[src/rtl/csq_pkg.sv]
package csq_pkg;
  localparam logic [7:0] A_TYPE   = 8'h01;
  localparam logic [7:0] A_SUB    = 8'h02;
  localparam logic [7:0] A_REV    = 8'h03;
  localparam logic [7:0] A_STAT   = 8'h08;
  localparam logic [7:0] A_MODE   = 8'h10;
  localparam logic [7:0] A_CHAN   = 8'h11;
  localparam logic [7:0] A_DEC    = 8'h12;
  localparam logic [7:0] A_SETTLE = 8'h13;
  localparam logic [7:0] A_AVGC   = 8'h14;
  localparam logic [7:0] A_AVGE   = 8'h15;
  localparam logic [7:0] A_EN     = 8'h16;
  localparam logic [7:0] A_REQ    = 8'h17;
  localparam logic [7:0] A_DLO    = 8'h20;
  localparam logic [7:0] A_DHI    = 8'h21;
  localparam logic [7:0] A_KEY    = 8'h30;
  localparam logic [7:0] A_RSTC   = 8'h31;

  localparam logic [7:0] KEY_VAL  = 8'hA5;
  localparam logic [7:0] ON_VAL   = 8'h80;
  localparam logic [7:0] TRIM_VAL = 8'h01;

  localparam logic [7:0] CH_GAIN  = 8'd3;
  localparam logic [7:0] CH_OFFI  = 8'd6;
  localparam logic [7:0] CH_OFFE  = 8'd5;

  localparam logic [2:0] E_NONE = 3'd0;
  localparam logic [2:0] E_TYPE = 3'd1;
  localparam logic [2:0] E_SUB  = 3'd2;
  localparam logic [2:0] E_REV  = 3'd3;
  localparam logic [2:0] E_TMO  = 3'd4;
  localparam logic [2:0] E_OFFI = 3'd5;
  localparam logic [2:0] E_OFFE = 3'd6;

  typedef enum logic [3:0] {
    S_IDLE, S_ID, S_RST, S_CFG, S_WAIT, S_POLL, S_SLEEP, S_RD, S_OFF, S_CHK, S_FIN
  } state_t;

  typedef enum logic [1:0] {PH_GAIN, PH_OFFI, PH_OFFE, PH_MEAS} phase_t;
endpackage

[src/rtl/csq_bus_port.sv]
module csq_bus_port #(
  parameter int AW = 8,
  parameter int DW = 8
) (
  input  logic          clk,
  input  logic          rst,
  input  logic          cmd_valid,
  input  logic          cmd_we,
  input  logic [AW-1:0] cmd_addr,
  input  logic [DW-1:0] cmd_wdata,
  output logic          rsp_valid,
  output logic [DW-1:0] rsp_data,
  output logic          bus_req,
  output logic          bus_we,
  output logic [AW-1:0] bus_addr,
  output logic [DW-1:0] bus_wdata,
  input  logic          bus_ack,
  input  logic [DW-1:0] bus_rdata
);
  always_ff @(posedge clk) begin
    if (rst) begin
      bus_req   <= 1'b0;
      bus_we    <= 1'b0;
      bus_addr  <= '0;
      bus_wdata <= '0;
      rsp_valid <= 1'b0;
      rsp_data  <= '0;
    end else begin
      rsp_valid <= 1'b0;
      if (bus_req) begin
        if (bus_ack) begin
          bus_req   <= 1'b0;
          rsp_valid <= 1'b1;
          rsp_data  <= bus_rdata;
        end
      end else if (cmd_valid) begin
        bus_req   <= 1'b1;
        bus_we    <= cmd_we;
        bus_addr  <= cmd_addr;
        bus_wdata <= cmd_wdata;
      end
    end
  end

  AST_BUS_HOLD: assert property (@(posedge clk) disable iff (rst)
    bus_req && !bus_ack |=> bus_req && $stable(bus_addr) && $stable(bus_we));
endmodule

[src/rtl/csq_timer.sv]
module csq_timer #(
  parameter int TW = 8
) (
  input  logic          clk,
  input  logic          rst,
  input  logic          load,
  input  logic [TW-1:0] val,
  output logic          zero
);
  logic [TW-1:0] cnt;

  always_ff @(posedge clk) begin
    if (rst)              cnt <= '0;
    else if (load)        cnt <= val;
    else if (cnt != '0)   cnt <= cnt - 1'b1;
  end

  assign zero = (cnt == '0);

  AST_TMR_STEP: assert property (@(posedge clk) disable iff (rst)
    !load && cnt != '0 |=> cnt == $past(cnt) - 1'b1);
endmodule

[src/rtl/cal_conv_seq.sv]
module cal_conv_seq
  import csq_pkg::*;
#(
  parameter int CONV_CYC = 16,
  parameter int AVG_LOG2 = 0,
  parameter int TYPE_MIN = 8,
  parameter int SUB_MIN  = 3,
  parameter int REV_MIN  = 1
) (
  input  logic        clk,
  input  logic        rst,
  input  logic        start,
  input  logic        meas_req,
  input  logic        meas_ch,
  input  logic        use_irq,
  input  logic        eoc_irq,
  output logic        ready,
  output logic        bus_req,
  output logic        bus_we,
  output logic [7:0]  bus_addr,
  output logic [7:0]  bus_wdata,
  input  logic        bus_ack,
  input  logic [7:0]  bus_rdata,
  output logic [15:0] result,
  output logic [15:0] cal_gain,
  output logic [15:0] cal_off_int,
  output logic [15:0] cal_off_ext,
  output logic        cal_ok,
  output logic        done,
  output logic        err,
  output logic [2:0]  err_code
);
  localparam int BUDGET = (1 << AVG_LOG2) * CONV_CYC * 2;
  localparam int RETRY  = BUDGET / CONV_CYC;
  localparam int TW     = $clog2(BUDGET + 1);
  localparam int RW     = $clog2(RETRY + 1);
  localparam logic [7:0] AVGE_VAL = (AVG_LOG2 != 0) ? ON_VAL : 8'h00;

  state_t        state;
  phase_t        ph;
  logic [2:0]    step;
  logic          pend;
  logic          ch_q;
  logic [7:0]    rst_val;
  logic [7:0]    lo_q;
  logic [RW-1:0] retries;
  logic [2:0]    code_q;
  logic          irq_seen;

  logic          cmd_valid, cmd_we, rsp_valid;
  logic [7:0]    cmd_addr, cmd_wdata, rsp_data, cur_chan;
  logic          tmr_load, tmr_zero, eoc_ok;
  logic [TW-1:0] tmr_val;

  csq_bus_port #(.AW(8), .DW(8)) u_port (
    .clk(clk), .rst(rst),
    .cmd_valid(cmd_valid), .cmd_we(cmd_we), .cmd_addr(cmd_addr), .cmd_wdata(cmd_wdata),
    .rsp_valid(rsp_valid), .rsp_data(rsp_data),
    .bus_req(bus_req), .bus_we(bus_we), .bus_addr(bus_addr), .bus_wdata(bus_wdata),
    .bus_ack(bus_ack), .bus_rdata(bus_rdata)
  );

  csq_timer #(.TW(TW)) u_tmr (
    .clk(clk), .rst(rst), .load(tmr_load), .val(tmr_val), .zero(tmr_zero)
  );

  always_comb begin
    case (ph)
      PH_GAIN: cur_chan = CH_GAIN;
      PH_OFFI: cur_chan = CH_OFFI;
      PH_OFFE: cur_chan = CH_OFFE;
      default: cur_chan = {7'd0, ch_q};
    endcase
  end

  // Register access issued by each bus-using state and step
  always_comb begin
    cmd_we    = 1'b1;
    cmd_addr  = 8'h00;
    cmd_wdata = 8'h00;
    case (state)
      S_ID: begin
        cmd_we   = 1'b0;
        cmd_addr = (step == 3'd0) ? A_TYPE : (step == 3'd1) ? A_SUB : A_REV;
      end
      S_RST: begin
        case (step)
          3'd0:    begin cmd_addr = A_KEY;  cmd_wdata = KEY_VAL; end
          3'd1:    begin cmd_we = 1'b0; cmd_addr = A_RSTC; end
          3'd2:    begin cmd_addr = A_KEY;  cmd_wdata = KEY_VAL; end
          default: begin cmd_addr = A_RSTC; cmd_wdata = rst_val | 8'h04; end
        endcase
      end
      S_CFG: begin
        case (step)
          3'd0:    begin cmd_addr = A_MODE;   cmd_wdata = TRIM_VAL; end
          3'd1:    begin cmd_addr = A_CHAN;   cmd_wdata = cur_chan; end
          3'd2:    begin cmd_addr = A_DEC;    cmd_wdata = 8'h00; end
          3'd3:    begin cmd_addr = A_SETTLE; cmd_wdata = 8'h00; end
          3'd4:    begin cmd_addr = A_AVGC;   cmd_wdata = 8'(AVG_LOG2); end
          3'd5:    begin cmd_addr = A_AVGE;   cmd_wdata = AVGE_VAL; end
          3'd6:    begin cmd_addr = A_EN;     cmd_wdata = ON_VAL; end
          default: begin cmd_addr = A_REQ;    cmd_wdata = ON_VAL; end
        endcase
      end
      S_POLL: begin cmd_we = 1'b0; cmd_addr = A_STAT; end
      S_RD:   begin cmd_we = 1'b0; cmd_addr = (step == 3'd0) ? A_DLO : A_DHI; end
      S_OFF:  begin cmd_addr = A_EN; cmd_wdata = 8'h00; end
      default: ;
    endcase
  end

  assign cmd_valid = !pend && (state == S_ID || state == S_RST || state == S_CFG ||
                               state == S_POLL || state == S_RD || state == S_OFF);
  assign eoc_ok    = (rsp_data[1:0] == 2'b01);
  assign tmr_load  = rsp_valid &&
                     ((state == S_CFG && step == 3'd7 && use_irq) ||
                      (state == S_POLL && !eoc_ok && retries != RW'(1)));
  assign tmr_val   = (state == S_CFG) ? TW'(BUDGET) : TW'(CONV_CYC);
  assign ready     = (state == S_IDLE);

  always_ff @(posedge clk) begin
    if (rst || state == S_CFG) irq_seen <= 1'b0;
    else if (eoc_irq)          irq_seen <= 1'b1;
  end

  always_ff @(posedge clk) begin
    if (rst) begin
      state <= S_IDLE; ph <= PH_GAIN; step <= '0; pend <= 1'b0; ch_q <= 1'b0;
      rst_val <= '0; lo_q <= '0; retries <= '0; code_q <= E_NONE;
      result <= '0; cal_gain <= '0; cal_off_int <= '0; cal_off_ext <= '0;
      cal_ok <= 1'b0; done <= 1'b0; err <= 1'b0; err_code <= E_NONE;
    end else begin
      done <= 1'b0;
      if (cmd_valid) pend <= 1'b1;
      if (rsp_valid) pend <= 1'b0;
      case (state)
        S_IDLE: begin
          code_q <= E_NONE;
          step   <= '0;
          if (start) begin
            cal_ok <= 1'b0;
            state  <= S_ID;
          end else if (meas_req && cal_ok) begin
            ch_q  <= meas_ch;
            ph    <= PH_MEAS;
            state <= S_CFG;
          end
        end
        S_ID: if (rsp_valid) begin
          step <= step + 3'd1;
          if (step == 3'd0 && rsp_data < 8'(TYPE_MIN)) begin
            code_q <= E_TYPE; state <= S_FIN;
          end else if (step == 3'd1 && rsp_data < 8'(SUB_MIN)) begin
            code_q <= E_SUB; state <= S_FIN;
          end else if (step == 3'd2) begin
            step <= '0;
            if (rsp_data < 8'(REV_MIN)) begin
              code_q <= E_REV; state <= S_FIN;
            end else state <= S_RST;
          end
        end
        S_RST: if (rsp_valid) begin
          step <= step + 3'd1;
          if (step == 3'd1) rst_val <= rsp_data;
          if (step == 3'd3) begin
            step  <= '0;
            ph    <= PH_GAIN;
            state <= S_CFG;
          end
        end
        S_CFG: if (rsp_valid) begin
          step <= step + 3'd1;
          if (step == 3'd7) begin
            step    <= '0;
            retries <= use_irq ? RW'(1) : RW'(RETRY);
            state   <= use_irq ? S_WAIT : S_POLL;
          end
        end
        S_WAIT: begin
          if (irq_seen)      state <= S_POLL;
          else if (tmr_zero) begin code_q <= E_TMO; state <= S_OFF; end
        end
        S_POLL: if (rsp_valid) begin
          if (eoc_ok)                    state <= S_RD;
          else if (retries == RW'(1)) begin code_q <= E_TMO; state <= S_OFF; end
          else begin
            retries <= retries - RW'(1);
            state   <= S_SLEEP;
          end
        end
        S_SLEEP: if (tmr_zero) state <= S_POLL;
        S_RD: if (rsp_valid) begin
          step <= step + 3'd1;
          if (step == 3'd0) lo_q <= rsp_data;
          else begin
            step  <= '0;
            state <= S_OFF;
            case (ph)
              PH_GAIN: cal_gain    <= {rsp_data, lo_q};
              PH_OFFI: cal_off_int <= {rsp_data, lo_q};
              PH_OFFE: cal_off_ext <= {rsp_data, lo_q};
              default: result      <= {rsp_data, lo_q};
            endcase
          end
        end
        S_OFF: if (rsp_valid) state <= S_CHK;
        S_CHK: begin
          state <= S_FIN;
          if (code_q == E_NONE) begin
            case (ph)
              PH_GAIN: begin ph <= PH_OFFI; state <= S_CFG; end
              PH_OFFI: begin
                if (cal_off_int == cal_gain) code_q <= E_OFFI;
                else begin ph <= PH_OFFE; state <= S_CFG; end
              end
              PH_OFFE: begin
                if (cal_off_ext == cal_gain) code_q <= E_OFFE;
                else cal_ok <= 1'b1;
              end
              default: ;
            endcase
          end
        end
        S_FIN: begin
          done     <= 1'b1;
          err      <= (code_q != E_NONE);
          err_code <= code_q;
          state    <= S_IDLE;
        end
        default: state <= S_IDLE;
      endcase
    end
  end

  AST_DONE_PULSE: assert property (@(posedge clk) disable iff (rst) done |=> !done);
  AST_ERR_MATCH:  assert property (@(posedge clk) disable iff (rst) done |-> (err == (err_code != 3'd0)));
  AST_IDLE_QUIET: assert property (@(posedge clk) disable iff (rst) ready |-> !bus_req);
  AST_CAL_SANE:   assert property (@(posedge clk) disable iff (rst)
    cal_ok |-> (cal_gain != cal_off_int) && (cal_gain != cal_off_ext));
endmodule

[config.mk]
export PLATFORM = sky130hd
export DESIGN_NAME = cal_conv_seq
export DESIGN_NICKNAME = d
export VERILOG_FILES = /design/src/rtl/csq_pkg.sv /design/src/rtl/csq_bus_port.sv /design/src/rtl/csq_timer.sv /design/src/rtl/cal_conv_seq.sv
export SDC_FILE = /design/constraint.sdc
export NUM_CORES = 1
export LEC_CHECK = 0
export BUFFER_PORTS_ARGS = -buffer_cell sky130_fd_sc_hd__buf_2
export CORE_MARGIN = 1.5
export CORE_UTILIZATION = 55
export CTS_CLUSTER_SIZE = 16
export DETAILED_ROUTE_END_ITERATION = 8
export PLACE_DENSITY = 0.76
export SETUP_SLACK_MARGIN = 0.15
export SLEW_MARGIN = 20
export SYNTH_ARGS = -nofsm -noshare
export SYNTH_HDL_FRONTEND = slang
export SYNTH_SLANG_ARGS = --single-unit
[constraint.sdc]
create_clock -name clk -period 4.2 [get_ports clk]
set_input_delay 1.05 -clock clk [delete_from_list [all_inputs] [get_ports clk]]
set_output_delay 1.05 -clock clk [all_outputs]
set_load 0.02 [all_outputs]
Word-level counts from Yosys, hierarchy flattened
Cells that the tools add are included.

$add $sub $neg: 3. Order comparisons: 3. Equal/unequal tests: 54. Mux-type cells: 91. Bitwise gates (word level): 4. Reduce and logical (&&, ||, !) cells: 52.

Operator list (count): 2-to-1 mux 4 bit (22); 2-to-1 mux 3 bit (23); case mux 4 bit (10 select lines) (1); case mux 6 bit (6 select lines) (1); == test 16 bit (2); case mux 8 bit (2 select lines) (2); case mux 3 bit (5 select lines) (2); 2-to-1 mux 2 bit (13); AND reduction 13 bit (2); case mux 8 bit (3 select lines) (1); inequality test 2 x 1 -> 1 bit (second input constant) (11); inequality test 2 bit (second input constant) (11); case mux 3 bit (7 select lines) (1); 2-to-1 mux 6 bit (3); == test 4 x 3 -> 1 bit (second input constant) (4); AND reduction 4 bit (4); 2-to-1 mux 1 bit (14); == test 3 bit (second input constant) (4); == test 4 bit (second input constant) (3); inequality test 3 bit (second input constant) (4); AND reduction 5 bit (2); nonzero test 5 bit (2); logical AND 1 bit (9); case mux 3 bit (3 select lines) (1); other kinds (37) (65).

Bits in registers: 136. Bits of input ports: 16. Output and inout port bits: 89. Logic and storage cells: 232.

Logic depth before layout (Yosys ltp)
Depth in word-level cells: 9. Depth in mapped cells: 10. Mapped depth without buffers: 8.

Hierarchy
Synthesis repeated with hierarchy kept, for this count alone.

Cell total of the unflattened synthesis: 826. Area, all modules: 6777.8 µm².

Modules (own cells, without submodules): cal_conv_seq (times used 1, cells an instance 661, area each 5192.5 µm², sequential area each 2042.0 µm²); csq_bus_port (times used 1, cells an instance 119, area each 1189.9 µm², sequential area each 540.5 µm²); csq_timer (times used 1, cells an instance 46, area each 395.4 µm², sequential area each 120.1 µm²).

Least setup slack after synthesis
Ideal clock, no wire load.

Kind: reg-to-reg. Start: register step[0]. End: register cal_gain[9]. Setup time: 0.070 ns. Arrival time: 2.084 ns. Required time: 4.130 ns. Path slack: 2.046 ns. Cell stages (with the launch flop): 11. Buffers on the path: 3. Clock period less this slack: 2.154 ns. Path through: dfxtp_1 > inv_1 > ha_1 > nand2b_1 > and3_1 > clkbuf_1 > and2_1 > clkbuf_1 > clkbuf_1 > nand2_1 > a21oi_1.

Cells in the longest elaborated chain, start to end: 3.

Ends and longest elaborated chain: start, declared (RTL line cal_conv_seq.sv:41) `logic [2:0] step;`; start signal, assigned (RTL line cal_conv_seq.sv:151) `step <= step + 3'd1;`; start signal, assigned (RTL line cal_conv_seq.sv:164) `step <= step + 3'd1;`; start signal, assigned (RTL line cal_conv_seq.sv:173) `step <= step + 3'd1;`; logical NOT 3 bit (RTL line cal_conv_seq.sv:195) `if (step == 3'd0) lo_q <= rsp_data;`; NOT 1 bit (no source line); AND reduction 4 bit (no source line); end signal, assigned (RTL line cal_conv_seq.sv:200) `PH_GAIN: cal_gain <= {rsp_data, lo_q};`; end, declared (RTL line cal_conv_seq.sv:25) `output logic [15:0] cal_gain,`.

Every way passes these cells. A chain may end at the register's enable or synchronous reset.

Worst setup path in the final report
Start: register state[0]. End: output ready.

Cells in the longest elaborated chain, start to end: 1.

Ends and longest elaborated chain: start, declared (RTL line cal_conv_seq.sv:39) `state_t state;`; start signal, assigned (RTL line cal_conv_seq.sv:177) `state <= use_irq ? S_WAIT : S_POLL;`; logical NOT 4 bit (RTL line cal_conv_seq.sv:120) `assign ready = (state == S_IDLE);`; end, declared (RTL line cal_conv_seq.sv:17) `output logic ready,`.

Every way passes these cells.

==> out/results.ini <==
[grt]
overflow = 0
grt_pass1_wl_um = 27800
grt_pass1_vias = 5597
grt_max_degree = 79
grt_util_all_layers_pct = 30.0
antenna_found_initial = 0

[route]
avgRoutedWirePerCell_um = 17.2
viasPerCell = 5.79
drt_iter0_markers = 653
drt_drc_violations_left = 0
wl_um = 17600
vias = 5944
drtAntennaViolNets = 0
dr.pass1.iters = 5

[timing]
grt_setup_unrepaired = no
worst_slew_pin_slew_ns = 0.939
max_freq_mhz = 342
clock_skew_ns = 0.00561
setup_tns_ns = 0
final_hold_viol_count = 0
setup_viol = 0
period_share_pct = 69.6
layout_min_cycle_time_ns = 2.92
slew_violations = 0
relSlewSlack_pct = 36.6

[floorplan]
rows = 38
core_mm2 = 0.0110
initial_core_util_pct = 57.3
boundaryPins = 105
die_x_um = 110
die_y_um = 110
die-area_mm2 = 0.0121

[clocking]
clk_latency_ns = 0.42
cts_setup_buffers = 0
clkTransAtPathRegs_ns = 0.06
numCtsBuffers = 17
ctsLongestPathBuffers = 2
cts_sinks = 133
cts_tree = built
cts_htree_levels = 4
post_cts_resized = 0
cts_root_buffer = clkbuf_16
hold_buffers = 0

[worst_hold_path]
holdPathStages = 2
min_from = result[4]
hold_end = result[4]
min_path_type = reg2reg

[logic_synthesis]
synth_ff_type = dfxtp_1
synth_mux_area_share_pct = 3.33
yosys_warnings = 0
synth_top_cell_by_area = dfxtp_1
synth_top_cells_by_count = 170 x nand2_1, 133 x dfxtp_1, 106 x a21oi_1
synth_async_sr_flop_share_pct = 0
synthTopCellsByArea = dfxtp_1 42%, nand2_1 10%, a21oi_1 8.4%, nor2_1 4.6%, mux2i_1 3.3%
avgSynthCellArea_um2 = 7.82
synth_top_area_share_pct = 42.2
yosysMostFrequentCell = nand2_1
ys_seq_area_share_pct = 42.2
synth-simple-area-share_pct = 24.5
synth_fa_ha_area_share_pct = 2.77
syn_area_mm2 = 0.00632
synth_top_family_by_area = simple AND/OR/NAND/NOR gates
synth_xor_area_share_pct = 4.71
yosys_register_bits = 133
synth_cell_types = 64
synthCells = 808
synth_edf_count = 0
synth_compound_area_share_pct = 17.6

[setup_path]
r2r-end = u_port.bus_addr[0]
path_cells = or2_1 -> nor2_1 -> buf_2
ff2ff_setup_slack_ns = 1.48
required_ns = 3.15
crit_path_top_delay_cell = dfxtp_1
startpoint_type = register
r2r-start = state[3]
reg2reg_depth = 4
path_max_fanout = 27
arrival_ns = 1.87
critPathMaxStageDelay_ns = 0.84
crit_type = reg2out
end_kind = output port

[power_and_ir_drop]
ir_drop_mv = 0.461
p_per_area_mw_per_mm2 = 558
seqPwrFrac_pct = 38.1
combPwrFrac_pct = 26.2
power.switching_w = 0.00143
p_leak_nw = 3.09
p_int_w = 0.00268
sw_frac_of_total_pct = 34.8
clock_power_share_pct = 35.6

[layout]
num_antenna_cells = 0
area_delta_synth_final_pct = 16.5
drive_gt1_share_pct = 15.9
num-nets-final = 904
fin_area_mm2 = 0.00736

[outcome]
status = completed

[place]
place_area_mm2 = 0.00678
dpl.hpwl_um = 12100
gp_congestion = 0.871
port_buffers = 102

[flow_run]
drv_cap = 0

[power groups by stage]
stage / clock [W] / sequential (W) / combinational [W]
floorplan: 0 / 0.00151 / 0.000884
global placement: 0 / 0.00158 / 0.00103
detailed placement: 0 / 0.00158 / 0.00105
CTS: 0.00147 / 0.00156 / 0.00106
global route: 0.00154 / 0.00159 / 0.00119
finish: 0.00146 / 0.00157 / 0.00108
[critical path: cells and delay by family (launching register included)]
kind          cells  cell delay [ns]
flops             1             0.84
buf+inv           1             0.17
simple gates      2             0.43
[cell families (layout without fill, tap and decap cells)]
kind of cell,after synthesis,in the layout
adders and majority gates,14,14
xor gates and xnor gates,34,34
AOI/OAI and AO/OA,184,184
muxes,21,21
and+or+nand+nor,347,347
DFF,133,133
buffers and inverters,74,151
other,1,2
[sequential cells by signal, summed over array words and instances, names as in the netlist, 4 cells and up]
register and flops:
lo_q 8, rst_val 7, cal_off_ext 16, state 4, result 16, u_port.bus_wdata 8
u_port.bus_addr 6, u_tmr.cnt 6, u_port.rsp_data 8, cal_gain 16, cal_off_int 16
[cells in the final DEF (no fill, tap or decap), types with 9 or more instances in the layout]
master     Yosys  routed
a211oi_1      13      13
a21oi_1      106     106
and2_1         9       9
buf_2          6     101
clkbuf_16      0      17
dfxtp_1      133     133
ha_1          14      14
inv_1         16      16
mux2i_1       21      21
nand2_1      170     170
nand3_1       15      15
nor2_1        77      77
nor3_1        24      24
o21ai_0       21      21
xnor2_1       18      18
xor2_1        16      16
[worst max-delay path by stage]
stage,start,end
floorplan,step[0],cal_gain[9]
finish,state[0],ready
global route,state[0],ready
CTS,state[0],ready
global placement,rst,ph[0]
detailed placement,rst,ph[0]
[cell type report]
class                   instances  area (µm²)
repair buffers                103         520
well taps                     140         175
inverters                      17        63.8
clock inverters                12         129
clock buffers                  19         453
flip-flops and latches        133        2660
fillers                       949        3670
multi-input cells             602        3350
[routing by layer]
layer | global-route usage [%] | vias up | share of wire, %
li1 | - | 2893 | -
met1 | 40.4 | 2765 | 44
met2 | 46.9 | 256 | 46
met3 | 6.47 | 30 | 7.8
met4 | 12.3 | 0 | 1.8
met5 | 0 | - | 0
[per-stage QoR]
step                util (%)  cells  total power (W)  hold WS [ns]  setup slack, ns
floorplan                  -    809          0.00239         0.440             2.05
global placement        61.4    995          0.00261         0.442             1.53
detailed placement      61.4    995          0.00263         0.447             1.49
CTS                     66.7   1026          0.00409         0.458             1.32
global route            66.7   1026          0.00432         0.469             1.22
finish                  66.7   1026          0.00411         0.459             1.28
(Power assumes the default switching activity.)
